$ cat src/rtl/phy_init_pkg.sv
package phy_init_pkg;
  typedef enum logic [1:0] {OP_RMW, OP_POLL, OP_WR} op_e;

  typedef struct packed {
    op_e        op;
    logic [7:0] addr;
    logic [7:0] bits;
  } step_t;

  localparam int N_STEPS = 13;
  localparam int STEP_W  = $clog2(N_STEPS);

  typedef enum logic [2:0] {S_IDLE, S_LOAD, S_RD, S_WR, S_NEXT} state_e;
endpackage

$ cat src/rtl/phy_init_script.sv
module phy_init_script
  import phy_init_pkg::*;
(
  input  logic [STEP_W-1:0] idx_i,
  output step_t             step_o,
  output logic              last_o
);
  always_comb begin
    unique case (idx_i)
      4'd0:    step_o = '{OP_RMW,  8'h01, 8'h42};
      4'd1:    step_o = '{OP_RMW,  8'h02, 8'h02};
      4'd2:    step_o = '{OP_POLL, 8'h03, 8'h10};
      4'd3:    step_o = '{OP_RMW,  8'h06, 8'h03};
      4'd4:    step_o = '{OP_RMW,  8'h08, 8'h02};
      4'd5:    step_o = '{OP_RMW,  8'h20, 8'h01};
      4'd6:    step_o = '{OP_RMW,  8'h07, 8'hFF};
      4'd7:    step_o = '{OP_RMW,  8'h09, 8'hFF};
      4'd8:    step_o = '{OP_RMW,  8'h21, 8'hFF};
      4'd9:    step_o = '{OP_RMW,  8'h22, 8'h01};
      4'd10:   step_o = '{OP_RMW,  8'h23, 8'h01};
      4'd11:   step_o = '{OP_RMW,  8'h0F, 8'h07};
      default: step_o = '{OP_WR,   8'h11, 8'h04};
    endcase
  end

  assign last_o = (idx_i == STEP_W'(N_STEPS - 1));
endmodule

$ cat src/rtl/phy_init_timer.sv
module phy_init_timer #(
  parameter int LIMIT = 10000
) (
  input  logic clk_i,
  input  logic rst_ni,
  input  logic clr_i,
  input  logic en_i,
  output logic expired_o
);
  localparam int CW = $clog2(LIMIT + 1);
  logic [CW-1:0] cnt_q;

  always_ff @(posedge clk_i or negedge rst_ni) begin
    if (!rst_ni)                              cnt_q <= '0;
    else if (clr_i)                           cnt_q <= '0;
    else if (en_i && cnt_q != CW'(LIMIT))     cnt_q <= cnt_q + 1'b1;
  end

  assign expired_o = (cnt_q == CW'(LIMIT));

  // counter saturates at the limit
  a_r6_cnt_bound: assert property (@(posedge clk_i) disable iff (!rst_ni)
    cnt_q <= CW'(LIMIT));
  a_r6_clr_resets: assert property (@(posedge clk_i) disable iff (!rst_ni)
    clr_i |=> !expired_o);
endmodule

$ cat src/rtl/phy_init_seq.sv
module phy_init_seq
  import phy_init_pkg::*;
#(
  parameter int CLK_MHZ    = 100,
  parameter int TIMEOUT_US = 100
) (
  input  logic       clk_i,
  input  logic       rst_ni,
  input  logic       start_i,
  output logic       reg_req_o,
  output logic       reg_we_o,
  output logic [7:0] reg_addr_o,
  output logic [7:0] reg_wdata_o,
  input  logic       reg_ack_i,
  input  logic       reg_err_i,
  input  logic [7:0] reg_rdata_i,
  output logic       done_o,
  output logic       error_o
);
  localparam int LIMIT = CLK_MHZ * TIMEOUT_US;

  state_e            state_q;
  logic [STEP_W-1:0] step_q;
  logic [7:0]        data_q;
  logic              done_q, err_q;
  step_t             cur;
  logic              last, expired, poll_en;

  phy_init_script u_script (
    .idx_i  (step_q),
    .step_o (cur),
    .last_o (last)
  );

  assign poll_en = (state_q == S_RD) && (cur.op == OP_POLL);

  phy_init_timer #(.LIMIT(LIMIT)) u_timer (
    .clk_i     (clk_i),
    .rst_ni    (rst_ni),
    .clr_i     (state_q == S_LOAD),
    .en_i      (poll_en),
    .expired_o (expired)
  );

  assign reg_req_o   = (state_q == S_RD) || (state_q == S_WR);
  assign reg_we_o    = (state_q == S_WR);
  assign reg_addr_o  = cur.addr;
  assign reg_wdata_o = data_q;
  assign done_o      = done_q;
  assign error_o     = err_q;

  always_ff @(posedge clk_i or negedge rst_ni) begin
    if (!rst_ni) begin
      state_q <= S_LOAD;  // run on reset release
      step_q  <= '0;
      data_q  <= '0;
      done_q  <= 1'b0;
      err_q   <= 1'b0;
    end else begin
      done_q <= 1'b0;
      unique case (state_q)
        S_IDLE: if (start_i) begin
          step_q  <= '0;
          err_q   <= 1'b0;
          state_q <= S_LOAD;
        end
        S_LOAD: begin
          if (cur.op == OP_WR) begin
            data_q  <= cur.bits;
            state_q <= S_WR;
          end else begin
            state_q <= S_RD;
          end
        end
        S_RD: if (reg_ack_i) begin
          if (reg_err_i) begin
            err_q   <= 1'b1;
            state_q <= S_IDLE;
          end else if (cur.op == OP_POLL) begin
            if ((reg_rdata_i & cur.bits) != 8'h00) begin
              state_q <= S_NEXT;
            end else if (expired) begin
              err_q   <= 1'b1;
              state_q <= S_IDLE;
            end
          end else begin
            data_q  <= reg_rdata_i | cur.bits;
            state_q <= S_WR;
          end
        end
        S_WR: if (reg_ack_i) begin
          if (reg_err_i) err_q <= 1'b1;
          state_q <= reg_err_i ? S_IDLE : S_NEXT;
        end
        S_NEXT: begin
          if (last) begin
            done_q  <= 1'b1;
            state_q <= S_IDLE;
          end else begin
            step_q  <= step_q + 1'b1;
            state_q <= S_LOAD;
          end
        end
        default: state_q <= S_IDLE;
      endcase
    end
  end

  // request fields held until acknowledge
  a_r11_req_hold: assert property (@(posedge clk_i) disable iff (!rst_ni)
    reg_req_o && !reg_ack_i |=> reg_req_o && $stable(reg_addr_o)
                                && $stable(reg_we_o) && $stable(reg_wdata_o));
  // done is a single-cycle pulse, never with error
  a_r9_done_pulse: assert property (@(posedge clk_i) disable iff (!rst_ni)
    done_o |=> !done_o);
  a_r9_done_no_err: assert property (@(posedge clk_i) disable iff (!rst_ni)
    done_o |-> !error_o);
  // error sticky without start
  a_r10_err_sticky: assert property (@(posedge clk_i) disable iff (!rst_ni)
    error_o && !start_i |=> error_o);
  // mode register only ever written with 0x04
  a_r8_mode_write: assert property (@(posedge clk_i) disable iff (!rst_ni)
    reg_req_o && reg_addr_o == 8'h11 |-> reg_we_o && reg_wdata_o == 8'h04);
  // error reply stops traffic
  a_r7_abort: assert property (@(posedge clk_i) disable iff (!rst_ni)
    reg_req_o && reg_ack_i && reg_err_i |=> !reg_req_o && error_o);
endmodule

$ cat config.mk
export PLATFORM = sky130hd
export DESIGN_NAME = phy_init_seq
export DESIGN_NICKNAME = d
export VERILOG_FILES = /design/src/rtl/phy_init_pkg.sv /design/src/rtl/phy_init_script.sv /design/src/rtl/phy_init_timer.sv /design/src/rtl/phy_init_seq.sv
export SDC_FILE = /design/constraint.sdc
export NUM_CORES = 1
export LEC_CHECK = 0
export ABC_CLOCK_PERIOD_IN_PS = 4500
export BUFFER_PORTS_ARGS = -buffer_cell sky130_fd_sc_hd__buf_4
export CAP_MARGIN = 20
export CORE_MARGIN = 2
export CORE_UTILIZATION = 61
export CTS_CLUSTER_DIAMETER = 40
export DETAILED_ROUTE_END_ITERATION = 7
export HOLD_SLACK_MARGIN = 0.08
export PLACE_DENSITY = 0.85
export SYNTH_ARGS = -nofsm -noshare
export SYNTH_HDL_FRONTEND = slang
export SYNTH_SLANG_ARGS = --single-unit
$ cat constraint.sdc
create_clock -name clk_i -period 4.5 [get_ports clk_i]
set_clock_uncertainty 0.1 [all_clocks]
set_input_delay 0.675 -clock clk_i [delete_from_list [all_inputs] [get_ports clk_i]]
set_output_delay 0.675 -clock clk_i [all_outputs]
set_load 0.02 [all_outputs]
==> impl_metrics.env, run 1 <==
export IMPL_cts_root_buf="clkbuf_4"
export IMPL_synth_simple_gate_area_share_pct=26.0
export IMPL_criticalPathCategory="register to output port"
export IMPL_cts_tree="yes"
export IMPL_clock_latency_ps=330
export IMPL_hold_viol=0
export IMPL_ys_seq_area_share_pct=35.9
export IMPL_p_total_mw=0.970
export IMPL_endpoint_kind="output port"
export IMPL_routedWlPerCell_microns=15.2
export IMPL_routed_wirelength_microns=4530
export IMPL_grt_pass1_wl_microns=7620
export IMPL_ir_drop_mv=0.238
export IMPL_io_buffer_count=30
export IMPL_cpMaxStageDelayCell="dfrtp_1"
export IMPL_rows=21
export IMPL_yosys_register_bits=31
export IMPL_max_freq_mhz=381
export IMPL_yosys_area_top_type="dfrtp_1"
export IMPL_ant_nets=0
export IMPL_power_density_nw_per_um2=402
export IMPL_setup_slack_ps=1880
export IMPL_reg2reg_to="u_timer.cnt_q[8]"
export IMPL_core_area_sq_um=3360
export IMPL_rrSetupSlack_ps=2100
export IMPL_initial_core_util_pct=64.3
export IMPL_yosysWarnings=0
export IMPL_via_per_inst=5.95
export IMPL_firstDrtPassIters=4
export IMPL_holdBufCountCts=0
export IMPL_synth_compound_area_share_pct=15.0
export IMPL_path_clk_slew_ps=100
export IMPL_layout_drive_gt1_share_pct=20.9
export IMPL_layout_common_cells="dfrtp_1 (30), buf_4 (30), nand2_1 (19)"
export IMPL_grt_max_degree=32
export IMPL_startpoint_type="register"
export IMPL_drc=0
export IMPL_die_h_microns=63.6
export IMPL_gp_congestion=0.867
export IMPL_via_count=1780
export IMPL_synth_avg_cell_area_sq_um=9.53
export IMPL_p_leak_nw=1.09
export IMPL_fin_crit_ps=2620
export IMPL_worst_slew_pin_slew_ps=813
export IMPL_synthTopCellsByArea="dfrtp_1 (35%), ha_1 (6.4%), mux2i_1 (3.7%)"
export IMPL_synth_top_family_by_area="simple AND/OR/NAND/NOR gates"
export IMPL_arrival_ps=1850
export IMPL_cp_num_buf_inv=2
export IMPL_synth_xor_area_share_pct=3.64
export IMPL_ios=33
export IMPL_synth_edf_count=0
export IMPL_worstReg2RegStart="state_q[1]"
export IMPL_syn_inst=227
export IMPL_crit_required_ps=3720
export IMPL_fillers=262
export IMPL_grt_usage_pct=23.9
export IMPL_ys_types=56
export IMPL_nNetsFinal=276
export IMPL_status="complete, no violations"
export IMPL_cpLargestDelayFamily="flip-flops"
export IMPL_cts_repair_resized=0
export IMPL_relSlewSlack_pct=45.5
export IMPL_rsz0062_at_grt="no"
export IMPL_finalSetupViolCount=0
export IMPL_fp_dieArea_sq_um=4040
export IMPL_holdWs_ps=159
export IMPL_synth_top_area_share_pct=34.7
export IMPL_crit_path_max_incr_delay_ps=690
export IMPL_dp_hpwl_microns=3280
export IMPL_initialDrtViolationCount=96
export IMPL_cts_buffers=5
export IMPL_die_x_microns=63.6
export IMPL_min_period_over_period_pct=58.3
export IMPL_numClockSinks=31
export IMPL_critPathMaxFanout=16
export IMPL_syn2layout_area_growth_pct=11.6
export IMPL_rr_worst_depth=5
export IMPL_synthMuxAreaShare_pct=6.48
export IMPL_dp_slack_ps=2160
export IMPL_postCtsSetupBuffers=0
export IMPL_synth_fa_ha_area_share_pct=6.36
export IMPL_syn_area_sq_um=2160
export IMPL_timing_setup_tns_ps=0
export IMPL_cap_violations=0
export IMPL_clockBufferDepth=2
export IMPL_async_flop_share_pct=100
export IMPL_h_tree_depth=2
export IMPL_first_global_vias=1671
export IMPL_placed_area_sq_um=2360
export IMPL_synth_top_flop_cell="dfrtp_1"
export IMPL_worstHoldPathType="input port to asynchronous set/reset pin"
export IMPL_antenna_found_initial=0
export IMPL_gr_total_overflow=0
export IMPL_slew_violations=0
export IMPL_antenna_cells=0
export IMPL_fin_area_sq_um=2410
export IMPL_path_cells="inv_1, ha_1, nand2_1, o21ai_0, buf_4"
stage by stage:
step | util [%] | cells
6_report | 71.8 | 299
5_1_grt | 71.8 | 299
4_1_cts | 71.8 | 299
3_5_place_dp | 70.3 | 291
3_3_place_gp | 70.3 | 291
2_1_floorplan | - | 228
Yosys cell counts, types with 4 or more instances:
cell	count
dfrtp_1	30
nand2_1	19
nor2_1	16
inv_1	14
a21oi_1	12
ha_1	11
mux2i_1	8
nand3_1	7
o21ai_0	7
xnor2_1	7
o211ai_1	6
and2_1	5
a22o_1	4
clkbuf_1	4
mux2_4	4
nand2b_1	4
nor3_1	4
or4_1	4
cell families after synthesis:
| logic type | after synthesis |
|---|---|
| XOR/XNOR | 9 |
| adder cells (fa/ha/maj) | 11 |
| other | 1 |
| AO/OA/AOI/OAI | 47 |
| buffers and inverters | 27 |
| AND/OR/NAND/NOR | 89 |
| flip-flops | 31 |
| multiplexers | 12 |
registers in the layout, indices dropped and copies added (netlist names):
signal	flops
state_q	3
error_o	1
done_o	1
u_timer.cnt_q	14
step_q	4
reg_wdata_o	8
layer usage:
layer	track usage [%]	vias to the layer above	wire length (microns)
li1	-	860	-
met1	30.1	859	1960
met4	7.88	0	36
met5	0	-	0
met2	40.7	55	2320
met3	5.36	6	217
where the power goes:
group	switching (mW)	internal, mW	leakage (nW)
logic	0.242	0.184	0.647
registers	0.0603	0.327	0.414
clock network	0.0958	0.0608	0.0293
worst max path at each step:
stage	end	start	slack (ps)	cells past startpoint
final	reg_addr_o[2]	step_q[2]	1880	5
after global routing	reg_addr_o[3]	step_q[2]	1760	5
after CTS	reg_addr_o[2]	step_q[2]	1900	5
after detailed placement	u_timer.cnt_q[8]	state_q[1]	2160	5
after global placement	u_timer.cnt_q[12]	state_q[1]	2180	5
after floorplan	reg_addr_o[3]	step_q[0]	2280	3
cell type report:
class | instances | area (sq um) | share of cell area [%]
multi-input combinational | 170 | 1250 | 51.8
sequential | 31 | 777 | 32.2
timing repair buffer | 30 | 225 | 9.33
tap | 46 | 57.6 | 2.38
inverter | 14 | 52.6 | 2.18
clock buffer | 7 | 45.0 | 1.87
clock inverter | 1 | 5.00 | 0.207
(Power assumes the default switching activity.)
==> run 2: changes to the inputs <==
Settings changed: ABC_CLOCK_PERIOD_IN_PS 4500 to 2100, CORE_UTILIZATION 61 to 51, PLACE_DENSITY 0.85 to 0.76.
Clock period 4.5 ns to 2.1 ns, I/O delays scaled along.
==> run 2 against run 1 <==
Worst setup slack worse by 1800 ps. Critical path type unchanged. Via count increased by 1.3%. Global-route usage is 3.5 points lower. Clock power grew to 3.9 times the previous value. Largest power group unchanged. Final area increased by 7.5%. Die area rose by 18%. Flip-flop and latch count unchanged. Non-clock buffer count up 12. Total power grew to 2.5 times the previous value. Sequential power is 110% higher. Hold slack got worse by 19 ps.
==> impl_metrics.env, run 2 (same netlist as run 1, synthesis figures left out) <==
export IMPL_status="complete, no violations"
export IMPL_min_period_over_period_pct=95.0
export IMPL_dp_hpwl_microns=3360
export IMPL_cts_buffers=5
export IMPL_dp_slack_ps=77.9
export IMPL_fin_cells=315
export IMPL_initial_core_util_pct=53.7
export IMPL_initialDrtViolationCount=139
export IMPL_die_h_microns=69.1
export IMPL_worst_slew_pin_slew_ps=559
export IMPL_clockBufferDepth=2
export IMPL_p_leak_nw=1.18
export IMPL_routed_wirelength_microns=4620
export IMPL_die_x_microns=69.1
export IMPL_critPathMaxFanout=8
export IMPL_routedWlPerCell_microns=14.7
export IMPL_rows=23
export IMPL_ant_nets=0
export IMPL_holdWs_ps=140
export IMPL_timing_setup_tns_ps=0
export IMPL_grt_max_degree=32
export IMPL_cap_violations=0
export IMPL_gr_total_overflow=0
export IMPL_hold_viol=0
export IMPL_p_sw_share_pct=36.6
export IMPL_fin_util_pct=64.4
export IMPL_worstHoldPathType="input port to register"
export IMPL_gp_congestion=0.900
export IMPL_combPwrFrac_pct=42.8
export IMPL_layout_common_cells="buf_4 (41), dfrtp_1 (28), nand2_1 (19)"
export IMPL_max_freq_mhz=501
export IMPL_crit_required_ps=1680
export IMPL_pwr_share_clk_pct=24.9
export IMPL_slew_violations=0
export IMPL_cpMaxStageDelayCell="dfrtp_2"
export IMPL_startpoint_type="register"
export IMPL_path_clk_slew_ps=70
export IMPL_via_per_inst=5.72
export IMPL_ir_drop_mv=0.621
export IMPL_endpoint_kind="output port"
export IMPL_h_tree_depth=2
export IMPL_drc=0
export IMPL_p_int_mw=1.56
export IMPL_path_cells="inv_1, ha_4, o31ai_1, buf_4"
export IMPL_layout_drive_gt1_share_pct=26.0
export IMPL_final_common_cell="buf_4"
export IMPL_criticalPathCategory="register to output port"
export IMPL_grt_usage_pct=20.4
export IMPL_cts_root_buf="clkbuf_8"
export IMPL_dp_cells=306
export IMPL_fin_crit_ps=1990
export IMPL_p_seq_share_pct=32.4
export IMPL_via_count=1803
export IMPL_crit_path_max_incr_delay_ps=470
export IMPL_antenna_cells=0
export IMPL_ios=33
export IMPL_arrival_ps=1580
export IMPL_numClockSinks=31
export IMPL_firstDrtPassIters=4
export IMPL_setup_slack_ps=106
export IMPL_top_register="u_timer.cnt_q"
export IMPL_nNetsFinal=288
export IMPL_power_density_nw_per_um2=947
export IMPL_switching_power_mw=0.899
export IMPL_grt_pass1_wl_microns=7990
export IMPL_first_global_vias=1757
export IMPL_syn2layout_area_growth_pct=19.9
export IMPL_largest_register_ffs=14
export IMPL_core_area_sq_um=4030
export IMPL_io_buffer_count=30
export IMPL_relSlewSlack_pct=62.3
export IMPL_clock_latency_ps=290
export IMPL_cts_tree="yes"
export IMPL_fp_dieArea_sq_um=4780
export IMPL_rrSetupSlack_ps=140
export IMPL_finalSetupViolCount=0
export IMPL_antenna_found_initial=0
export IMPL_postCtsSetupBuffers=0
==> run 2: changes by cell type in the layout (fill, tap and decap cells not counted), sizes merged <==
cell and delta:
buf +11, bufinv +1, clkbuf -1, dlygate4sd3 +1
==> run 2: power by group through the flow <==
| stage | clock network [mW] | registers, mW | logic [mW] |
|---|---|---|---|
| CTS | 0.625 | 0.793 | 1.03 |
| detailed placement | 0 | 0.802 | 1.03 |
| floorplan | 0 | 0.859 | 0.628 |
| global route | 0.650 | 0.810 | 1.15 |
| global placement | 0 | 0.802 | 1.02 |
| finish | 0.611 | 0.795 | 1.05 |
==> run 2: worst max-delay path: cells and delay by family (launching register included) <==
kind	cells	cell delay, ps
flops	1	470
compound gates	1	190
buf+inv	2	380
fa+ha+maj	1	250
==> run 2: what timing repair did <==
action                                  4_1_cts  5_1_grt
endpoints found under the setup margin        2        1
resized for setup                             2        1
endpoints found under the hold margin        30        0
pin swaps                                     0        0
hold buffers                                  1        0
==> run 2: routing by layer <==
metal	part of all wire, %	track usage (%)
met5	0	0
met2	45	30.7
met4	2.3	9.37
met3	4.7	5.26
met1	48	27.5
==> run 2: cell type report <==
class                   instances  area (sq um)
fillers                       352          1440
multi-input cells             170          1260
flip-flops and latches         31           779
repair buffers                 42           318
clock buffers                   6          82.6
well taps                      50          62.6
inverters                      14          52.6
clock inverters                 2          35.0
==> run 2: final timing paths <==
| path | startpoint | endpoint | cells after the start |
|---|---|---|---|
| hold reg to reg | reg_wdata_o[1] | reg_wdata_o[1] | 1 |
| hold / removal | start_i | step_q[3] | 2 |
| min in group asynchronous | rst_ni | done_o | 2 |
| setup reg to reg | step_q[0] | error_o | 8 |
| setup / recovery | step_q[1] | reg_addr_o[3] | 4 |
| max in group asynchronous | rst_ni | state_q[0] | 2 |
==> run 2: stage by stage <==
step,power (mW),area (sq um)
6_report,2.46,2590
5_1_grt,2.61,2590
4_1_cts,2.45,2580
3_5_place_dp,1.83,2450
3_3_place_gp,1.82,2450
2_1_floorplan,1.49,2170
==> run 3: changes to the inputs <==
Settings changed: ABC_CLOCK_PERIOD_IN_PS 2100 to 2400, CORE_UTILIZATION 51 to 61, PLACE_DENSITY 0.76 to 0.85.
Clock period 2.1 ns to 2.4 ns, I/O delays scaled along.
==> run 3 against run 2 <==
Sequential power down 11%. Global-route usage up 5.0 points. Final cell count down 3.5%.
==> impl_metrics.env, run 3 (same netlist as run 1, synthesis figures left out) <==
export IMPL_status="complete, no violations"
export IMPL_syn2layout_area_growth_pct=15.2
export IMPL_holdWs_ps=132
export IMPL_path_clk_slew_ps=100
export IMPL_ir_drop_mv=0.517
export IMPL_hold_depth=2
export IMPL_final_common_cell="buf_4"
export IMPL_antenna_cells=0
export IMPL_crit_path_max_incr_delay_ps=520
export IMPL_reg2reg_to="u_timer.cnt_q[12]"
export IMPL_dp_slack_ps=126
export IMPL_largest_register_ffs=14
export IMPL_critPathMaxFanout=8
export IMPL_numClockSinks=31
export IMPL_core_area_sq_um=3360
export IMPL_slew_violations=0
export IMPL_path_cells="inv_1, ha_1, o31ai_1, buf_4"
export IMPL_cap_violations=0
export IMPL_p_leak_nw=1.13
export IMPL_fp_dieArea_sq_um=4040
export IMPL_min_period_over_period_pct=93.3
export IMPL_nNetsFinal=281
export IMPL_firstDrtPassIters=4
export IMPL_worst_slew_pin_slew_ps=581
export IMPL_routed_wirelength_microns=4610
export IMPL_cts_tree="yes"
export IMPL_gr_total_overflow=0
export IMPL_routedWlPerCell_microns=15.2
export IMPL_use_met3_pct=5.54
export IMPL_rr_worst_depth=7
export IMPL_use_met2_pct=43.7
export IMPL_use_met1_pct=32.1
export IMPL_io_buffer_count=30
export IMPL_worstHoldPathType="input port to register"
export IMPL_max_freq_mhz=446
export IMPL_criticalPathCategory="register to output port"
export IMPL_arrival_ps=1780
export IMPL_finalSetupViolCount=0
export IMPL_timing_setup_tns_ps=0
export IMPL_crit_required_ps=1940
export IMPL_ios=33
export IMPL_endpoint_kind="output port"
export IMPL_antenna_found_initial=0
export IMPL_fin_cells=304
export IMPL_busiest_layer="met2"
export IMPL_layout_common_cells="buf_4 (34), dfrtp_1 (29), nand2_1 (19)"
export IMPL_grt_pass1_wl_microns=8160
export IMPL_h_tree_depth=2
export IMPL_rows=21
export IMPL_startpoint_type="register"
export IMPL_whs_endpoint="step_q[3]"
export IMPL_power_density_nw_per_um2=806
export IMPL_clock_latency_ps=330
export IMPL_top_register="u_timer.cnt_q"
export IMPL_layout_drive_gt1_share_pct=23.6
export IMPL_initialDrtViolationCount=187
export IMPL_die_h_microns=63.6
export IMPL_cpMaxStageDelayCell="dfrtp_1"
export IMPL_grt_max_degree=32
export IMPL_cts_root_buf="clkbuf_4"
export IMPL_drc=0
export IMPL_setup_slack_ps=160
export IMPL_ant_nets=0
export IMPL_fin_crit_ps=2240
export IMPL_grt_usage_pct=25.4
export IMPL_cts_buffers=5
export IMPL_hold_viol=0
export IMPL_via_per_inst=5.84
export IMPL_clockBufferDepth=2
export IMPL_worstReg2RegStart="step_q[0]"
export IMPL_dp_hpwl_microns=3420
export IMPL_rsz0062_at_grt="no"
export IMPL_dp_cells=295
export IMPL_first_global_vias=1787
export IMPL_rrSetupSlack_ps=190
export IMPL_relSlewSlack_pct=60.7
export IMPL_die_x_microns=63.6
export IMPL_initial_core_util_pct=64.3
export IMPL_via_count=1774
export IMPL_gp_congestion=0.821
export IMPL_min_delay_start="start_i"
export IMPL_postCtsSetupBuffers=0
-- run 3: cell count changes in the layout (fill, tap and decap cells not counted) --
cell      change
dfrtp_2       -1
clkbuf_8      -5
dfrtp_1       +1
ha_4          -1
inv_2         +1
inv_1         -1
ha_1          +1
buf_4         -7
clkbuf_4      +5
-- run 3: report_power, final --
| group | leakage [nW] | total [mW] | switching, mW | internal, mW |
|---|---|---|---|---|
| logic | 0.672 | 0.867 | 0.489 | 0.378 |
| clock network | 0.0482 | 0.430 | 0.184 | 0.246 |
| registers | 0.412 | 0.711 | 0.0974 | 0.613 |
| total | 1.13 | 2.01 | 0.771 | 1.24 |
-- run 3: how the worst max path moves through the flow --
| stage | from | endpoint | slack, ps |
|---|---|---|---|
| 2_1_floorplan | step_q[0] | u_timer.cnt_q[8] | 330 |
| 5_1_grt | step_q[1] | reg_addr_o[3] | 40 |
| 3_3_place_gp | step_q[0] | u_timer.cnt_q[10] | 240 |
| 6_report | step_q[1] | reg_addr_o[3] | 160 |
| 3_5_place_dp | step_q[0] | u_timer.cnt_q[12] | 130 |
| 4_1_cts | step_q[2] | reg_addr_o[2] | 90 |
-- run 3: critical path, delay by kind of cell, from the launching register on --
kind | cells | cell delay [ps]
buffers and inverters | 2 | 350
AO/OA/AOI/OAI | 1 | 220
adder cells (fa/ha/maj) | 1 | 360
flip-flops | 1 | 520
-- run 3: metal layers --
layer | routed length [microns] | share of wire [%] | vias up
met1 | 2010 | 44 | 843
met3 | 249 | 5.4 | 4
li1 | - | - | 871
met5 | 0 | 0 | -
met2 | 2310 | 50 | 56
met4 | 40 | 0.87 | 0
-- run 3: cell type report --
class	count	area, sq um
flip-flops and latches	31	778
well taps	46	57.6
clock inverters	2	35.0
fillers	271	872
repair buffers	35	265
inverters	14	52.6
clock buffers	6	51.3
multi-input cells	170	1250
-- run 3: through the flow --
| step | util (%) | total power, mW | instance area, sq um |
|---|---|---|---|
| after floorplan | - | 1.30 | 2170 |
| after global placement | 71.2 | 1.56 | 2390 |
| after detailed placement | 71.2 | 1.58 | 2390 |
| after CTS | 74.0 | 2.01 | 2490 |
| after global routing | 74.1 | 2.13 | 2490 |
| final | 74.1 | 2.01 | 2490 |
-- run 3: timing repair --
action                     4_1_cts  5_1_grt
hold buffers                     1        0
hold endpoints to repair        30        0
resized for setup                0        2
setup endpoints to repair        0        5
